### src/rtl/wdt_pkg.sv
package wdt_pkg;
    typedef enum logic [2:0] {
        A_KICK = 3'd0,
        A_TMR  = 3'd1,
        A_CNT  = 3'd2,
        A_STSA = 3'd3,
        A_STSB = 3'd4,
        A_CTRL = 3'd5,
        A_CFG  = 3'd6
    } wdt_addr_e;

    localparam int KICK_MASK_W = 5;
    localparam int TO_BIT      = 0;
    localparam int SEC_BIT     = 1;
    localparam int BOOT_BIT    = 2;
    localparam int SEEN_BIT    = 9;
    localparam int HALT_BIT    = 11;
    localparam int SMIEN_BIT   = 0;
    localparam int NORB_BIT    = 1;
    localparam int MIN_TICKS   = 2;
endpackage

### src/rtl/wdt_counter.sv
module wdt_counter #(
    parameter int TW   = 10,
    parameter int INIT = 4
) (
    input  logic          clk,
    input  logic          rst_ok,
    input  logic          kick_i,
    input  logic          tick_i,
    input  logic          halt_i,
    input  logic [TW-1:0] tmr_i,
    output logic [TW-1:0] cnt_o,
    output logic          exp1_o,
    output logic          exp2_o
);
    typedef struct packed {
        logic [TW-1:0] cnt;
        logic          armed;
    } cnt_st_t;

    cnt_st_t st_d, st_q;
    logic    expire;

    always_comb begin
        st_d   = st_q;
        expire = tick_i && !halt_i && !kick_i && (st_q.cnt <= TW'(1));
        if (kick_i) begin
            st_d.cnt   = tmr_i;
            st_d.armed = 1'b0;
        end else if (tick_i && !halt_i) begin
            if (st_q.cnt <= TW'(1)) begin
                st_d.cnt   = tmr_i;
                st_d.armed = 1'b1;
            end else begin
                st_d.cnt = st_q.cnt - TW'(1);
            end
        end
    end

    always_ff @(posedge clk) begin
        if (!rst_ok) begin
            st_q.cnt   <= TW'(INIT);
            st_q.armed <= 1'b0;
        end else begin
            st_q <= st_d;
        end
    end

    assign cnt_o  = st_q.cnt;
    assign exp1_o = expire && !st_q.armed;
    assign exp2_o = expire && st_q.armed;
endmodule

### src/rtl/wdt_status.sv
module wdt_status (
    input  logic clk,
    input  logic rst_ok,
    input  logic por_n,
    input  logic exp1_i,
    input  logic exp2_i,
    input  logic smi_en_i,
    input  logic noreboot_i,
    input  logic clr_to_i,
    input  logic stsb_we_i,
    input  logic wsec_i,
    input  logic wboot_i,
    output logic to_o,
    output logic seen_o,
    output logic sec_o,
    output logic boot_o,
    output logic smi_o,
    output logic rst_req_o
);
    typedef struct packed {
        logic to;
        logic seen;
        logic smi;
        logic rreq;
    } main_st_t;

    typedef struct packed {
        logic sec;
        logic boot;
    } por_st_t;

    main_st_t m_d, m_q;
    por_st_t  p_d, p_q;

    always_comb begin
        m_d      = m_q;
        p_d      = p_q;
        m_d.smi  = exp1_i && smi_en_i;
        m_d.seen = m_q.seen || exp1_i;
        m_d.rreq = m_q.rreq || (exp2_i && !noreboot_i);
        if (exp1_i)        m_d.to = 1'b1;
        else if (clr_to_i) m_d.to = 1'b0;
        if (exp2_i)                  p_d.sec = 1'b1;
        else if (stsb_we_i && wsec_i) p_d.sec = 1'b0;
        if (stsb_we_i && wboot_i && !wsec_i) p_d.boot = 1'b0;
    end

    always_ff @(posedge clk) begin
        if (!rst_ok) m_q <= '0;
        else         m_q <= m_d;
    end

    always_ff @(posedge clk) begin
        if (!por_n) begin
            p_q.sec  <= 1'b0;
            p_q.boot <= 1'b1;
        end else begin
            p_q <= p_d;
        end
    end

    assign to_o      = m_q.to;
    assign seen_o    = m_q.seen;
    assign smi_o     = m_q.smi;
    assign rst_req_o = m_q.rreq;
    assign sec_o     = p_q.sec;
    assign boot_o    = p_q.boot;
endmodule

### src/rtl/wdt_two_stage.sv
module wdt_two_stage
    import wdt_pkg::*;
#(
    parameter int TW   = 10,
    parameter int DW   = 16,
    parameter int INIT = 4
) (
    input  logic          clk,
    input  logic          rst_n,
    input  logic          por_n,
    input  logic          tick_i,
    input  logic          lock_strap_i,
    input  logic          we_i,
    input  logic [2:0]    addr_i,
    input  logic [DW-1:0] wdata_i,
    output logic [DW-1:0] rdata_o,
    output logic          smi_o,
    output logic          rst_req_o
);
    localparam logic [DW-1:0] MAXV = DW'((1 << TW) - 1);
    localparam logic [DW-1:0] MINV = DW'(MIN_TICKS);

    typedef struct packed {
        logic [TW-1:0] tmr;
        logic          halt;
        logic          smi_en;
        logic          noreboot;
    } reg_st_t;

    reg_st_t r_d, r_q;
    logic    rst_ok;
    logic    kick, exp1, exp2, exp1_raw, exp2_raw;
    logic    to_f, seen_f, sec_f, boot_f;
    logic [TW-1:0] cnt;

    assign rst_ok = rst_n && por_n;
    assign kick   = we_i && (addr_i == A_KICK) && (|wdata_i[KICK_MASK_W-1:0]);
    assign exp1   = exp1_raw && rst_ok;
    assign exp2   = exp2_raw && rst_ok;

    always_comb begin
        r_d = r_q;
        if (we_i) begin
            unique case (addr_i)
                A_TMR: begin
                    if (wdata_i < MINV)      r_d.tmr = TW'(MINV);
                    else if (wdata_i > MAXV) r_d.tmr = TW'(MAXV);
                    else                     r_d.tmr = wdata_i[TW-1:0];
                end
                A_CTRL: r_d.halt = wdata_i[HALT_BIT];
                A_CFG: begin
                    r_d.smi_en   = wdata_i[SMIEN_BIT];
                    r_d.noreboot = wdata_i[NORB_BIT] || lock_strap_i;
                end
                default: ;
            endcase
        end
        if (lock_strap_i) r_d.noreboot = 1'b1;
    end

    always_ff @(posedge clk) begin
        if (!rst_ok) begin
            r_q.tmr      <= TW'(INIT);
            r_q.halt     <= 1'b1;
            r_q.smi_en   <= 1'b0;
            r_q.noreboot <= 1'b1;
        end else begin
            r_q <= r_d;
        end
    end

    wdt_counter #(.TW(TW), .INIT(INIT)) i_counter (
        .clk    (clk),
        .rst_ok (rst_ok),
        .kick_i (kick),
        .tick_i (tick_i),
        .halt_i (r_q.halt),
        .tmr_i  (r_q.tmr),
        .cnt_o  (cnt),
        .exp1_o (exp1_raw),
        .exp2_o (exp2_raw)
    );

    wdt_status i_status (
        .clk        (clk),
        .rst_ok     (rst_ok),
        .por_n      (por_n),
        .exp1_i     (exp1),
        .exp2_i     (exp2),
        .smi_en_i   (r_q.smi_en),
        .noreboot_i (r_q.noreboot),
        .clr_to_i   (we_i && (addr_i == A_STSA) && wdata_i[TO_BIT]),
        .stsb_we_i  (we_i && (addr_i == A_STSB)),
        .wsec_i     (wdata_i[SEC_BIT]),
        .wboot_i    (wdata_i[BOOT_BIT]),
        .to_o       (to_f),
        .seen_o     (seen_f),
        .sec_o      (sec_f),
        .boot_o     (boot_f),
        .smi_o      (smi_o),
        .rst_req_o  (rst_req_o)
    );

    always_comb begin
        rdata_o = '0;
        unique case (addr_i)
            A_TMR:  rdata_o = DW'(r_q.tmr);
            A_CNT:  rdata_o = DW'(cnt);
            A_STSA: rdata_o[TO_BIT] = to_f;
            A_STSB: begin
                rdata_o[SEC_BIT]  = sec_f;
                rdata_o[BOOT_BIT] = boot_f;
            end
            A_CTRL: begin
                rdata_o[SEEN_BIT] = seen_f;
                rdata_o[HALT_BIT] = r_q.halt;
            end
            A_CFG: begin
                rdata_o[SMIEN_BIT] = r_q.smi_en;
                rdata_o[NORB_BIT]  = r_q.noreboot;
            end
            default: rdata_o = '0;
        endcase
    end
endmodule

### config.mk
export PLATFORM = sky130hd
export DESIGN_NAME = wdt_two_stage
export DESIGN_NICKNAME = d
export VERILOG_FILES = /design/src/rtl/wdt_pkg.sv /design/src/rtl/wdt_counter.sv /design/src/rtl/wdt_status.sv /design/src/rtl/wdt_two_stage.sv
export SDC_FILE = /design/constraint.sdc
export NUM_CORES = 1
export LEC_CHECK = 0
export ABC_AREA = 1
export BUFFER_PORTS_ARGS = -buffer_cell sky130_fd_sc_hd__clkbuf_2
export CORE_ASPECT_RATIO = 0.8
export CORE_MARGIN = 2
export CORE_UTILIZATION = 30
export DETAILED_ROUTE_END_ITERATION = 7
export GPL_TIMING_DRIVEN = 0
export MAX_ROUTING_LAYER = met4
export PLACE_DENSITY = 0.56
export SETUP_SLACK_MARGIN = 0.05
export SKIP_CTS_REPAIR_TIMING = 1
export SYNTH_ARGS = -nofsm -noshare
export SYNTH_HDL_FRONTEND = slang
export SYNTH_SLANG_ARGS = --single-unit
### constraint.sdc
create_clock -name clk -period 1.24 [get_ports clk]
set_input_delay 0.124 -clock clk [delete_from_list [all_inputs] [get_ports clk]]
set_output_delay 0.124 -clock clk [all_outputs]
set_load 0.05 [all_outputs]
==> load_flow_metrics.sql, run 1 <==
INSERT INTO impl_metrics (metric_group, metric, value, unit) VALUES
('die', 'die-height', '76.1', 'um'),
('global_routing', 'gr-usage-all-layers', '17.1', '%'),
('sta', 'maxClockFrequency', '696', 'MHz'),
('setup_path', 'timing.critical_path.fanout_max', '5', ''),
('pwr', 'vdd_drop_max', '0.000406', 'V'),
('synth', 'synth.cell_area', '1950', 'um2'),
('sta', 'aggregate_negative_setup_slack', '-2.48', 'ns'),
('pwr', 'power_per_cell_area', '771', 'nW/um2'),
('finish', 'final_util', '44.0', '%'),
('synth', 'yosys-top-cells-count', 'sky130_fd_sc_hd__nand2_1 (70), sky130_fd_sc_hd__inv_1 (44), sky130_fd_sc_hd__nand3_1 (37), sky130_fd_sc_hd__dfxtp_1 (30), sky130_fd_sc_hd__a21oi_1 (25)', ''),
('synth', 'synth_cell_type_count', '34', ''),
('clocking', 'tritoncts_sink_count', '30', ''),
('route', 'remaining_drc_errors', '0', ''),
('setup_path', 'worst_setup_path_startpoint', 'i_counter.cnt_o[0]', ''),
('place', 'gpl.final_weighted_congestion', '0.898', ''),
('finish', 'post_route_cells_drive_above_1_share', '41.9', '%'),
('setup_path', 'critPathTopFamily', 'simple AND/OR/NAND/NOR gates', ''),
('setup_path', 'critical_path.max_stage_delay', '0.38', 'ns'),
('finish', 'areaGrowthSynthToFinish', '43.0', '%'),
('sta', 'final_count_of_pins_violating_max_slew', '0', ''),
('synth', 'synth_largest_type_area_fraction', '30.8', '%'),
('die', 'area_of_the_die', '7170', 'um2'),
('setup_path', 'worst_setup_path_end_kind', 'flip-flop', ''),
('clocking', 'clock_tree.htree_level_count', '2', ''),
('synth', 'yosysSeqAreaShare', '30.8', '%'),
('die', 'die-width', '94.2', 'um'),
('sta', 'setup_violations', '19', ''),
('sta', 'period_needed', '1.44', 'ns'),
('finish', 'finish.cell_count_without_fillers', '456', ''),
('pwr', 'leakage_power_of_the_design', '1.21', 'nW'),
('status', 'failing_checks', 'setup timing', ''),
('synth', 'yosys_synthesis_warning_count', '0', ''),
('global_routing', 'antenna_found_initial', '0', ''),
('route', 'avgViaCountPerCell', '4.85', ''),
('synth', 'synth_most_common_cell', 'sky130_fd_sc_hd__nand2_1', ''),
('setup_path', 'critPathArrivalTime', '1.60', 'ns'),
('clocking', 'cts.clk_slew.worst_paths', '0.08', 'ns'),
('die', 'initial_core_util', '30.8', '%'),
('synth', 'share_of_synthesized_flip_flops_with_an_asynchronous_set_or_reset', '0', '%'),
('route', 'pre_antenna_drt_iters', '4', ''),
('clocking', 'cts.path.max_buffers', '2', ''),
('synth', 'synth_seq_cells', '30', ''),
('die', 'fp.coreArea', '6340', 'um2'),
('synth', 'avgSynthCellArea', '6.30', 'um2'),
('synth', 'number_of_flops_mapped_to_enable_cells_by_yosys', '0', ''),
('route', 'routed-via-count', '2211', ''),
('setup_path', 'critical_path_required', '1.40', 'ns'),
('synth', 'synthesis.instances', '310', ''),
('sta', 'worst_slack', '-0.198', 'ns'),
('pwr', 'design_power_total', '2.15', 'mW'),
('global_routing', 'grt_first_pass_wirelength', '9470', 'um'),
('setup_path', 'crit_slowest_cell', 'sky130_fd_sc_hd__dfxtp_4', ''),
('synth', 'synth-main-ff-cell', 'sky130_fd_sc_hd__dfxtp_1', ''),
('sta', 'grt_setup_unrepaired', 'true', ''),
('clocking', 'ctsRootBufferMaster', 'sky130_fd_sc_hd__clkbuf_8', ''),
('global_routing', 'grt.overflow.total', '0', ''),
('die', 'io_pins', '43', ''),
('route', 'routed_wirelength', '6160', 'um'),
('synth', 'netlist.top_cell.by_area', 'sky130_fd_sc_hd__dfxtp_1', ''),
('worst_hold_path', 'hp_start', 'por_n', ''),
('place', 'portbufs', '37', ''),
('route', 'drt_iter0_markers', '168', ''),
('place', 'post-place-cells', '435', ''),
('finish', 'diodes', '0', ''),
('status', 'run_status', 'finished, violations left', ''),
('place', 'dpl-instance-area', '2290', 'um2'),
('clocking', 'clkLatencyLatePin', '0.30', 'ns'),
('setup_path', 'worstSetupPathType', 'reg -> reg', ''),
('finish', 'final_area', '2790', 'um2'),
('run', 'number_of_maximum_capacitance_violations', '0', ''),
('setup_path', 'cpMostUsedCell', 'sky130_fd_sc_hd__inv_4', '');
[per-layer routing]
layer / global-route usage (%) / wire [um]
met5: - / 0
met4: 5.51 / 68
met3: 2.67 / 253
met2: 25.5 / 2830
met1: 23.7 / 3010
[cell type report]
class                           count  area [um2]  share of cell area (%)
Multi-Input combinational cell    222        1310                    47.0
Sequential cell                    30         636                    22.8
Timing Repair Buffer               50         359                    12.9
Inverter                           52         210                    7.53
Tap cell                           84         105                    3.77
Clock buffer                        6        82.6                    2.96
Buffer                             10        73.8                    2.64
Clock inverter                      2        12.5                   0.448
[layout by cell type, fill, tap and decap left out, drive strengths merged]
master    instances
conb              5
clkinvlp          1
o221ai            1
xnor2             1
o21a              1
buf              32
nor2             31
a211o             1
dfxtp            30
clkbuf           34
clkinv            3
nand4             2
nor3              5
ha                2
nand2            76
a21oi            26
o211ai            3
a211oi            1
o21ai            18
inv              50
o22ai             8
nand3            39
a22oi             1
o21bai            1
[metrics by stage]
step / setup slack [ns] / hold WS (ns)
after floorplan: -0.147 / 0.193
after global placement: -0.302 / 0.325
after detailed placement: -0.291 / 0.335
after CTS: -0.292 / 0.0306
after global routing: -0.249 / 0.0400
final: -0.198 / 0.0352
[power by group]
| group | switching [mW] | internal [mW] |
|---|---|---|
| sequential | 0.00759 | 0.958 |
| clock | 0.426 | 0.446 |
| combinational | 0.208 | 0.106 |
[state kept, by name (all words and copies together) (netlist names)]
register / cells
r_q: 13
i_counter.cnt_o: 10
i_counter.st_q: 1
i_status.boot_o: 1
i_status.rst_req_o: 1
i_status.sec_o: 1
i_status.seen_o: 1
i_status.smi_o: 1
i_status.to_o: 1
[logic make-up (layout without fill, tap and decap cells)]
group	count (synthesis)	count (layout)	share of synthesized area, %
other cells	1	5	0.192
xor+xnor	1	1	0.449
compound gates	61	61	17.8
fa+ha+maj	2	2	1.28
flops	30	30	30.8
buf+inv	62	120	13.4
simple gates	153	153	36.1
[final timing paths]
kind | endpoint | slack [ns] | cells after the start
worst max-delay path | i_counter.cnt_o[5] | -0.20 | 10
worst min-delay path | i_status.boot_o | 0.04 | 2
worst max register to register | i_counter.cnt_o[5] | -0.20 | 10
worst min register to register | i_status.rst_req_o | 0.46 | 2
Power figures use the tool's default switching activity.
==> inputs of run 2 (changes only) <==
ABC_AREA = default   (was 1)
BUFFER_PORTS_ARGS = -buffer_cell sky130_fd_sc_hd__buf_2   (was -buffer_cell sky130_fd_sc_hd__clkbuf_2)
PLACE_DENSITY = 0.57   (was 0.56)
==> run 2 against run 1 <==
The run still ends with setup timing left. First-iteration DRC count rose by 1.8%. Non-clock buffer count rose by 8. Via count fell by 12%. Design area fell by 3.9%. Die area fell by 9.2%. Largest power group unchanged. Register-to-register slack got worse by 0.49 ns. Clock skew fell by 0.0027 ns. Hold slack got worse by 0.0079 ns. Worst setup slack got worse by 0.49 ns. Count of clock-buffer cells in the layout did not move.
==> load_flow_metrics.sql, run 2 <==
INSERT INTO impl_metrics (metric_group, metric, value, unit) VALUES
('place', 'portbufs', '36', ''),
('global_routing', 'global_route.usage.met3', '3.12', '%'),
('global_routing', 'via_count_of_the_first_global_routing_pass', '1770', ''),
('finish', 'diodes', '0', ''),
('worst_hold_path', 'hp_start', 'por_n', ''),
('synth', 'synth_seq_cells', '30', ''),
('setup_path', 'timing.critical_path.fanout_max', '5', ''),
('pwr', 'seq_power_share', '45.0', '%'),
('sta', 'worst_slew_pin_slew', '0.825', 'ns'),
('global_routing', 'antenna_found_initial', '0', ''),
('setup_path', 'worst_setup_path_end_kind', 'flip-flop', ''),
('sta', 'period_needed', '1.92', 'ns'),
('synth', 'synth-main-ff-cell', 'sky130_fd_sc_hd__dfxtp_1', ''),
('global_routing', 'gr-usage-all-layers', '17.4', '%'),
('finish', 'final_area', '2680', 'um2'),
('sta', 'final_count_of_pins_violating_max_slew', '0', ''),
('sta', 'maxSlewHeadroom', '44.4', '%'),
('finish', 'commonest_non_fill_non_tap_cells_in_the_layout', 'sky130_fd_sc_hd__nand2_1 (27), sky130_fd_sc_hd__buf_2 (25), sky130_fd_sc_hd__buf_4 (22), sky130_fd_sc_hd__nor2_1 (22), sky130_fd_sc_hd__o21ai_0 (15)', ''),
('finish', 'post_route_cells_drive_above_1_share', '46.1', '%'),
('sta', 'fin_hold_ws', '0.0273', 'ns'),
('die', 'fp.coreArea', '5560', 'um2'),
('setup_path', 'launching_point_of_the_worst_reg2reg_path', 'i_counter.cnt_o[1]', ''),
('pwr', 'leakage_power_of_the_design', '1.05', 'nW'),
('finish', 'registers.top_by_ff_count', 'r_q', ''),
('global_routing', 'grt_use_met1', '23.9', '%'),
('clocking', 'cts_tree', 'built', ''),
('route', 'avgViaCountPerCell', '5.20', ''),
('synth', 'avgSynthCellArea', '7.57', 'um2'),
('synth', 'yosys-top-cells-count', 'sky130_fd_sc_hd__nor2_1 (31), sky130_fd_sc_hd__dfxtp_1 (30), sky130_fd_sc_hd__nand2_1 (27), sky130_fd_sc_hd__o21ai_0 (25)', ''),
('sta', 'aggregate_negative_setup_slack', '-9.47', 'ns'),
('synth', 'synthesis.instances', '233', ''),
('clocking', 'clkLatencyLatePin', '0.28', 'ns'),
('place', 'dpl-instance-area', '2180', 'um2'),
('route', 'drt_iter0_markers', '171', ''),
('global_routing', 'grtUsageMet2', '26.7', '%'),
('pwr', 'combinational_cell_fraction_of_total_power', '16.0', '%'),
('finish', 'multi_input_comb_area', '1330', 'um2'),
('place', 'gpl.final_weighted_congestion', '0.905', ''),
('global_routing', 'grt.overflow.total', '0', ''),
('route', 'routed_wirelength', '5810', 'um'),
('setup_path', 'worst_setup_path_startpoint', 'i_counter.cnt_o[1]', ''),
('route', 'routed-via-count', '1949', ''),
('sta', 'setup_violations', '22', ''),
('die', 'initial_core_util', '31.7', '%'),
('finish', 'areaGrowthSynthToFinish', '52.2', '%'),
('status', 'failing_checks', 'setup timing', ''),
('global_routing', 'grt_first_pass_wirelength', '8800', 'um'),
('setup_path', 'critPathArrivalTime', '2.14', 'ns'),
('synth', 'number_of_flops_mapped_to_enable_cells_by_yosys', '0', ''),
('finish', 'nets', '323', ''),
('finish', 'layout.area.seq', '637', 'um2'),
('pwr', 'power.switching', '617', 'uW'),
('synth', 'synth_most_common_cell', 'sky130_fd_sc_hd__nor2_1', ''),
('synth', 'synth_largest_type_area_fraction', '34.1', '%'),
('clocking', 'ctsRootBufferMaster', 'sky130_fd_sc_hd__clkbuf_8', ''),
('route', 'antenna_violating_nets_post_route', '0', ''),
('pwr', 'share_clk_of_total_power', '38.9', '%'),
('synth', 'yosysSeqAreaShare', '34.1', '%'),
('synth', 'synth.cell_area', '1760', 'um2'),
('synth', 'area_share_of_and_or_nand_nor_cells_after_synthesis', '30.7', '%'),
('die', 'io_pins', '43', ''),
('synth', 'yosys_synthesis_warning_count', '0', ''),
('route', 'remaining_drc_errors', '0', ''),
('setup_path', 'startpoint_type', 'flip-flop', ''),
('clocking', 'cts.clk_slew.worst_paths', '0.07', 'ns'),
('die', 'die-height', '72.6', 'um'),
('sta', 'post-route-period-util', '155', '%'),
('pwr', 'p_sw_share', '28.6', '%'),
('worst_hold_path', 'hp-class', 'in -> reg', ''),
('global_routing', 'pin_count_of_the_biggest_net_entering_global_routing', '11', ''),
('synth', 'synthXorXnorAreaFrac', '0', '%'),
('synth', 'netlist.top_cell.by_area', 'sky130_fd_sc_hd__dfxtp_1', ''),
('synth', 'synth.area.top_cells', 'sky130_fd_sc_hd__dfxtp_1 (34%), sky130_fd_sc_hd__o21ai_0 (7.1%), sky130_fd_sc_hd__nor2_1 (6.6%)', ''),
('sta', 'worst_slack', '-0.683', 'ns'),
('synth', 'share_of_synthesized_flip_flops_with_an_asynchronous_set_or_reset', '0', '%'),
('die', 'area_of_the_die', '6510', 'um2'),
('sta', 'grt_setup_unrepaired', 'true', ''),
('run', 'number_of_maximum_capacitance_violations', '0', ''),
('pwr', 'power.internal', '1.54', 'mW'),
('clocking', 'tritoncts_sink_count', '30', ''),
('place', 'post-dp-hpwl', '4060', 'um'),
('finish', 'largest_reg_flops', '13', ''),
('pwr', 'vdd_drop_max', '0.000556', 'V'),
('setup_path', 'critical_path_required', '1.46', 'ns'),
('clocking', 'cts.path.max_buffers', '2', ''),
('synth', 'multiplexer_share_of_the_synthesized_area', '2.98', '%'),
('clocking', 'numCtsBuffers', '5', ''),
('die', 'die-width', '89.7', 'um'),
('route', 'pre_antenna_drt_iters', '4', ''),
('sta', 'maxClockFrequency', '520', 'MHz'),
('pwr', 'design_power_total', '2.16', 'mW'),
('synth', 'synth_cell_type_count', '47', ''),
('finish', 'final_common_cell', 'sky130_fd_sc_hd__nand2_1', ''),
('pwr', 'power_per_cell_area', '804', 'nW/um2'),
('clocking', 'clock_tree.htree_level_count', '2', ''),
('status', 'run_status', 'finished, violations left', ''),
('route', 'routedWlPerCell', '15.5', 'um'),
('sta', 'report.final.hold_viol_count', '0', ''),
('synth', 'synth_top_family_by_area', 'simple AND/OR/NAND/NOR gates', ''),
('synth', 'synth_compound_gate_area_share', '25.3', '%'),
('setup_path', 'worstSetupPathType', 'reg -> reg', ''),
('finish', 'fill_cells', '537', ''),
('die', 'row_count', '24', ''),
('synth', 'synthAdderAreaFrac', '1.42', '%'),
('sta', 'worst_clock_skew', '0.00427', 'ns'),
('global_routing', 'most_used_layer_global_route', 'met2', '');
-- run 2: cell types whose count changed in the layout (fill, tap and decap cells not counted), moves of 10 or more --
cell | previous run | this run
sky130_fd_sc_hd__clkbuf_2 | 26 | 2
sky130_fd_sc_hd__inv_1 | 31 | 1
sky130_fd_sc_hd__inv_2 | 13 | 1
sky130_fd_sc_hd__buf_2 | 2 | 25
sky130_fd_sc_hd__nand2_2 | 10 | 0
sky130_fd_sc_hd__nand2_1 | 63 | 27
sky130_fd_sc_hd__nand3_1 | 32 | 11
-- run 2: critical path: stages (launching register included) --
cell,delay (ns)
sky130_fd_sc_hd__dfxtp_4,0.36
sky130_fd_sc_hd__inv_4,0.07
sky130_fd_sc_hd__ha_4,0.15
sky130_fd_sc_hd__nor2_4,0.04
sky130_fd_sc_hd__or4_4,0.52
sky130_fd_sc_hd__or2_4,0.31
sky130_fd_sc_hd__a21oi_4,0.21
sky130_fd_sc_hd__a221o_1,0.20
-- run 2: layout make-up --
type / count / area share, %
Buffer: 16 / 4.57
Clock buffer: 6 / 3.08
Clock inverter: 2 / 0.466
Inverter: 4 / 0.746
Multi-Input combinational cell: 187 / 49.4
Sequential cell: 30 / 23.7
Tap cell: 78 / 3.64
Timing Repair Buffer: 52 / 14.3
-- run 2: kinds of logic (layout without fill, tap and decap cells) --
group,after synthesis,count (layout)
buffers and inverters,20,80
muxes,5,5
DFF,30,30
AOI/OAI and AO/OA,68,68
other,1,5
adders and majority gates,2,2
and+or+nand+nor,107,107
-- run 2: worst paths after layout --
check                                           to  slack, ns  depth (start not counted)
worst max register to register  i_counter.cnt_o[5]      -0.68                          7
worst max-delay path            i_counter.cnt_o[5]      -0.68                          7
worst min-delay path               i_status.boot_o       0.03                          2
worst min register to register     i_status.boot_o       0.45                          2
-- run 2: per-stage QoR --
step                      cells  worst slack, ns  util [%]
after floorplan             237           -0.555         -
after global placement      351           -0.797      39.2
after detailed placement    351           -0.807      39.2
after CTS                   359           -0.776      40.9
after global routing        375           -0.794      48.3
final                       375           -0.683      48.3
-- run 2: layer usage --
layer / wire (um) / vias to the layer above / share of wire, %
li1: - / 976 / -
met4: 48 / 0 / 0.83
met3: 444 / 7 / 7.6
met5: 0 / - / 0
met1: 2690 / 887 / 46
met2: 2630 / 79 / 45
-- run 2: power by group through the flow --
| stage | Clock (mW) | Combinational (mW) | Sequential (mW) |
|---|---|---|---|
| after global routing | 0.889 | 0.368 | 0.971 |
| after CTS | 0.840 | 0.280 | 0.980 |
| after global placement | 0 | 0.279 | 1.00 |
| after floorplan | 0 | 0.186 | 0.998 |
| after detailed placement | 0 | 0.279 | 1.00 |
| final | 0.840 | 0.345 | 0.971 |
==> inputs of run 3 (changes only) <==
PLACE_DENSITY = 0.56   (was 0.57)
SYNTH_HIERARCHICAL = 1   (was default)
==> run 3 against run 2 <==
The flow still finishes with violations (setup timing). Register-to-register slack got worse by 0.17 ns. Sequential power about the same. Critical path type unchanged. Synthesized cell count grew 9.9%. Clock power grew 21%. Critical path depth up 1.
==> load_flow_metrics.sql, run 3 <==
INSERT INTO impl_metrics (metric_group, metric, value, unit) VALUES
('die', 'fp.coreArea', '6470', 'um2'),
('synth', 'synth.cell_area', '2030', 'um2'),
('die', 'row_count', '26', ''),
('finish', 'final_common_cell', 'sky130_fd_sc_hd__buf_4', ''),
('global_routing', 'via_count_of_the_first_global_routing_pass', '1942', ''),
('place', 'portbufs', '37', ''),
('setup_path', 'worstSetupPathType', 'reg -> reg', ''),
('clocking', 'clkLatencyLatePin', '0.28', 'ns'),
('clocking', 'tritoncts_sink_count', '30', ''),
('die', 'initial_core_util', '31.4', '%'),
('finish', 'final_util', '50.5', '%'),
('route', 'avgViaCountPerCell', '5.37', ''),
('global_routing', 'pin_count_of_the_biggest_net_entering_global_routing', '22', ''),
('synth', 'avgSynthCellArea', '7.93', 'um2'),
('place', 'detailedPlace.worstSlack', '-0.993', 'ns'),
('route', 'drt_iter0_markers', '116', ''),
('sta', 'worst_slack', '-0.849', 'ns'),
('pwr', 'seq_power_share', '40.1', '%'),
('clocking', 'ctsRootBufferMaster', 'sky130_fd_sc_hd__clkbuf_8', ''),
('synth', 'synth_most_common_cell', 'sky130_fd_sc_hd__dfxtp_1', ''),
('sta', 'report.final.hold_viol_count', '0', ''),
('pwr', 'power_per_cell_area', '739', 'nW/um2'),
('synth', 'synth_largest_type_area_fraction', '29.6', '%'),
('pwr', 'p_sw_share', '26.3', '%'),
('pwr', 'share_clk_of_total_power', '42.2', '%'),
('synth', 'yosys-top-cells-count', 'sky130_fd_sc_hd__dfxtp_1 (30), sky130_fd_sc_hd__nor2_1 (27), sky130_fd_sc_hd__buf_4 (17), sky130_fd_sc_hd__o21ai_0 (17), sky130_fd_sc_hd__a21oi_1 (12)', ''),
('synth', 'synth_seq_cells', '30', ''),
('route', 'routed-via-count', '2233', ''),
('die', 'io_pins', '43', ''),
('finish', 'areaGrowthSynthToFinish', '61.0', '%'),
('die', 'die-height', '77.6', 'um'),
('status', 'run_status', 'finished, violations left', ''),
('setup_path', 'critical_path_required', '1.47', 'ns'),
('setup_path', 'worst_setup_path_end_kind', 'flip-flop', ''),
('pwr', 'vdd_drop_max', '0.000471', 'V'),
('sta', 'period_needed', '2.09', 'ns'),
('synth', 'share_of_synthesized_flip_flops_with_an_asynchronous_set_or_reset', '0', '%'),
('synth', 'yosysSeqAreaShare', '29.6', '%'),
('global_routing', 'gr-usage-all-layers', '17.8', '%'),
('route', 'antenna_violating_nets_post_route', '0', ''),
('synth', 'synth_cell_type_count', '68', ''),
('setup_path', 'critPathArrivalTime', '2.32', 'ns'),
('finish', 'post_route_cells_drive_above_1_share', '54.8', '%'),
('global_routing', 'antenna_found_initial', '0', ''),
('sta', 'grt_setup_unrepaired', 'true', ''),
('pwr', 'combinational_cell_fraction_of_total_power', '17.7', '%'),
('sta', 'worst_clock_skew', '0.00744', 'ns'),
('place', 'post-dp-hpwl', '4590', 'um'),
('synth', 'netlist.top_cell.by_area', 'sky130_fd_sc_hd__dfxtp_1', ''),
('finish', 'finish.cell_count_without_fillers', '416', ''),
('route', 'remaining_drc_errors', '0', ''),
('status', 'failing_checks', 'setup timing', ''),
('sta', 'final_count_of_pins_violating_max_slew', '0', ''),
('run', 'number_of_maximum_capacitance_violations', '0', ''),
('finish', 'largest_reg_flops', '13', ''),
('finish', 'registers.top_by_ff_count', 'r_q', ''),
('sta', 'maxClockFrequency', '479', 'MHz'),
('die', 'area_of_the_die', '7450', 'um2'),
('finish', 'diodes', '0', ''),
('sta', 'post-route-period-util', '168', '%'),
('synth', 'yosys_synthesis_warning_count', '6', ''),
('pwr', 'power.switching', '635', 'uW'),
('sta', 'setup_violations', '26', ''),
('clocking', 'numCtsBuffers', '5', ''),
('pwr', 'leakage_power_of_the_design', '1.29', 'nW'),
('finish', 'nets', '359', ''),
('finish', 'commonest_non_fill_non_tap_cells_in_the_layout', 'sky130_fd_sc_hd__buf_4 (33), sky130_fd_sc_hd__buf_6 (29), sky130_fd_sc_hd__buf_2 (23)', ''),
('synth', 'synth-main-ff-cell', 'sky130_fd_sc_hd__dfxtp_1', ''),
('clocking', 'cts.clk_slew.worst_paths', '0.06', 'ns'),
('place', 'gpl.final_weighted_congestion', '0.837', ''),
('clocking', 'cts.path.max_buffers', '2', ''),
('pwr', 'power.internal', '1.78', 'mW'),
('synth', 'synthesis.instances', '256', ''),
('route', 'routed_wirelength', '6920', 'um'),
('clocking', 'clock_tree.htree_level_count', '2', ''),
('setup_path', 'startpoint_type', 'flip-flop', ''),
('worst_hold_path', 'hp-class', 'in -> reg', ''),
('route', 'routedWlPerCell', '16.6', 'um'),
('clocking', 'cts_tree', 'built', ''),
('route', 'pre_antenna_drt_iters', '4', ''),
('pwr', 'design_power_total', '2.41', 'mW'),
('synth', 'synth.area.top_cells', 'sky130_fd_sc_hd__dfxtp_1 (30%), sky130_fd_sc_hd__buf_4 (6.3%), sky130_fd_sc_hd__nor2_1 (5.0%)', ''),
('die', 'die-width', '96.0', 'um'),
('setup_path', 'timing.critical_path.fanout_max', '5', ''),
('synth', 'number_of_flops_mapped_to_enable_cells_by_yosys', '0', ''),
('global_routing', 'grt_first_pass_wirelength', '10000', 'um'),
('place', 'post-place-cells', '381', ''),
('global_routing', 'grt.overflow.total', '0', '');
==> run 3: cell count changes after synthesis, moves of 4 or more <==
| cell | before | now |
|---|---|---|
| sky130_fd_sc_hd__nand2_1 | 27 | 10 |
| sky130_fd_sc_hd__nand3_1 | 12 | 6 |
| sky130_fd_sc_hd__a31oi_1 | 1 | 7 |
| sky130_fd_sc_hd__o21ai_0 | 25 | 17 |
| sky130_fd_sc_hd__buf_4 | 5 | 17 |
| sky130_fd_sc_hd__inv_1 | 4 | 9 |
| sky130_fd_sc_hd__nor2_1 | 31 | 27 |
| sky130_fd_sc_hd__and3_1 | 1 | 5 |
==> run 3: worst paths after layout <==
kind,cells after the start,end,startpoint,slack (ns)
min,3,r_q[0],lock_strap_i,0.03
max reg2reg,8,i_status/rst_req_o,i_counter/cnt_o[2],-0.85
max,8,i_status/rst_req_o,i_counter/cnt_o[2],-0.85
min reg2reg,2,i_status/boot_o,i_status/boot_o,0.46
==> run 3: worst max-delay path, cell delays in order (launching register included) <==
cell                      delay [ns]
sky130_fd_sc_hd__dfxtp_2        0.32
sky130_fd_sc_hd__buf_6          0.12
sky130_fd_sc_hd__or4_4          0.49
sky130_fd_sc_hd__buf_8          0.15
sky130_fd_sc_hd__nor3_4         0.29
sky130_fd_sc_hd__and3_4         0.24
sky130_fd_sc_hd__and3_4         0.19
sky130_fd_sc_hd__nor2b_4        0.13
sky130_fd_sc_hd__o21a_1         0.11
==> run 3: power by group through the flow <==
stage               combinational, mW  clock, mW  sequential (mW)
floorplan                       0.228          0            0.997
global placement                0.328          0             1.00
detailed placement              0.330          0             1.00
CTS                             0.331       1.05            0.979
global route                    0.457       1.11            0.968
finish                          0.428       1.02            0.968
==> run 3: cells by family after synthesis <==
kind of cell,count (synthesis),synth area share [%]
adders and majority gates,2,1.23
and+or+nand+nor,98,28.7
DFF,30,29.6
muxes,5,2.59
other,1,0.185
buffers and inverters,42,11.6
xor gates and xnor gates,1,0.431
AOI/OAI and AO/OA,77,25.7
==> run 3: layer usage <==
| metal | GRT usage [%] | share of wire (%) | vias up |
|---|---|---|---|
| met5 | - | 0 | - |
| met4 | 5.29 | 0.95 | 0 |
| met3 | 4.95 | 8.0 | 10 |
| met2 | 21.6 | 44 | 84 |
| met1 | 27.8 | 47 | 1061 |
| li1 | - | - | 1078 |
==> run 3: cell type report <==
type / count / area, um2
inverter: 9 / 36.3
tap: 84 / 105
buffer: 33 / 312
timing repair buffer: 65 / 519
sequential: 30 / 634
clock inverter: 1 / 30.0
multi-input combinational: 188 / 1550
clock buffer: 6 / 82.6
fill: 618 / 3200
==> run 3: stage by stage <==
| step | setup TNS, ns | cell area, um2 | hold WS, ns |
|---|---|---|---|
| floorplan | -6.98 | 2210 | 0.183 |
| global placement | -19.03 | 2500 | 0.316 |
| detailed placement | -19.50 | 2500 | 0.319 |
| CTS | -15.39 | 2610 | 0.0225 |
| global route | -11.96 | 3270 | 0.0219 |
| finish | -10.19 | 3270 | 0.0310 |
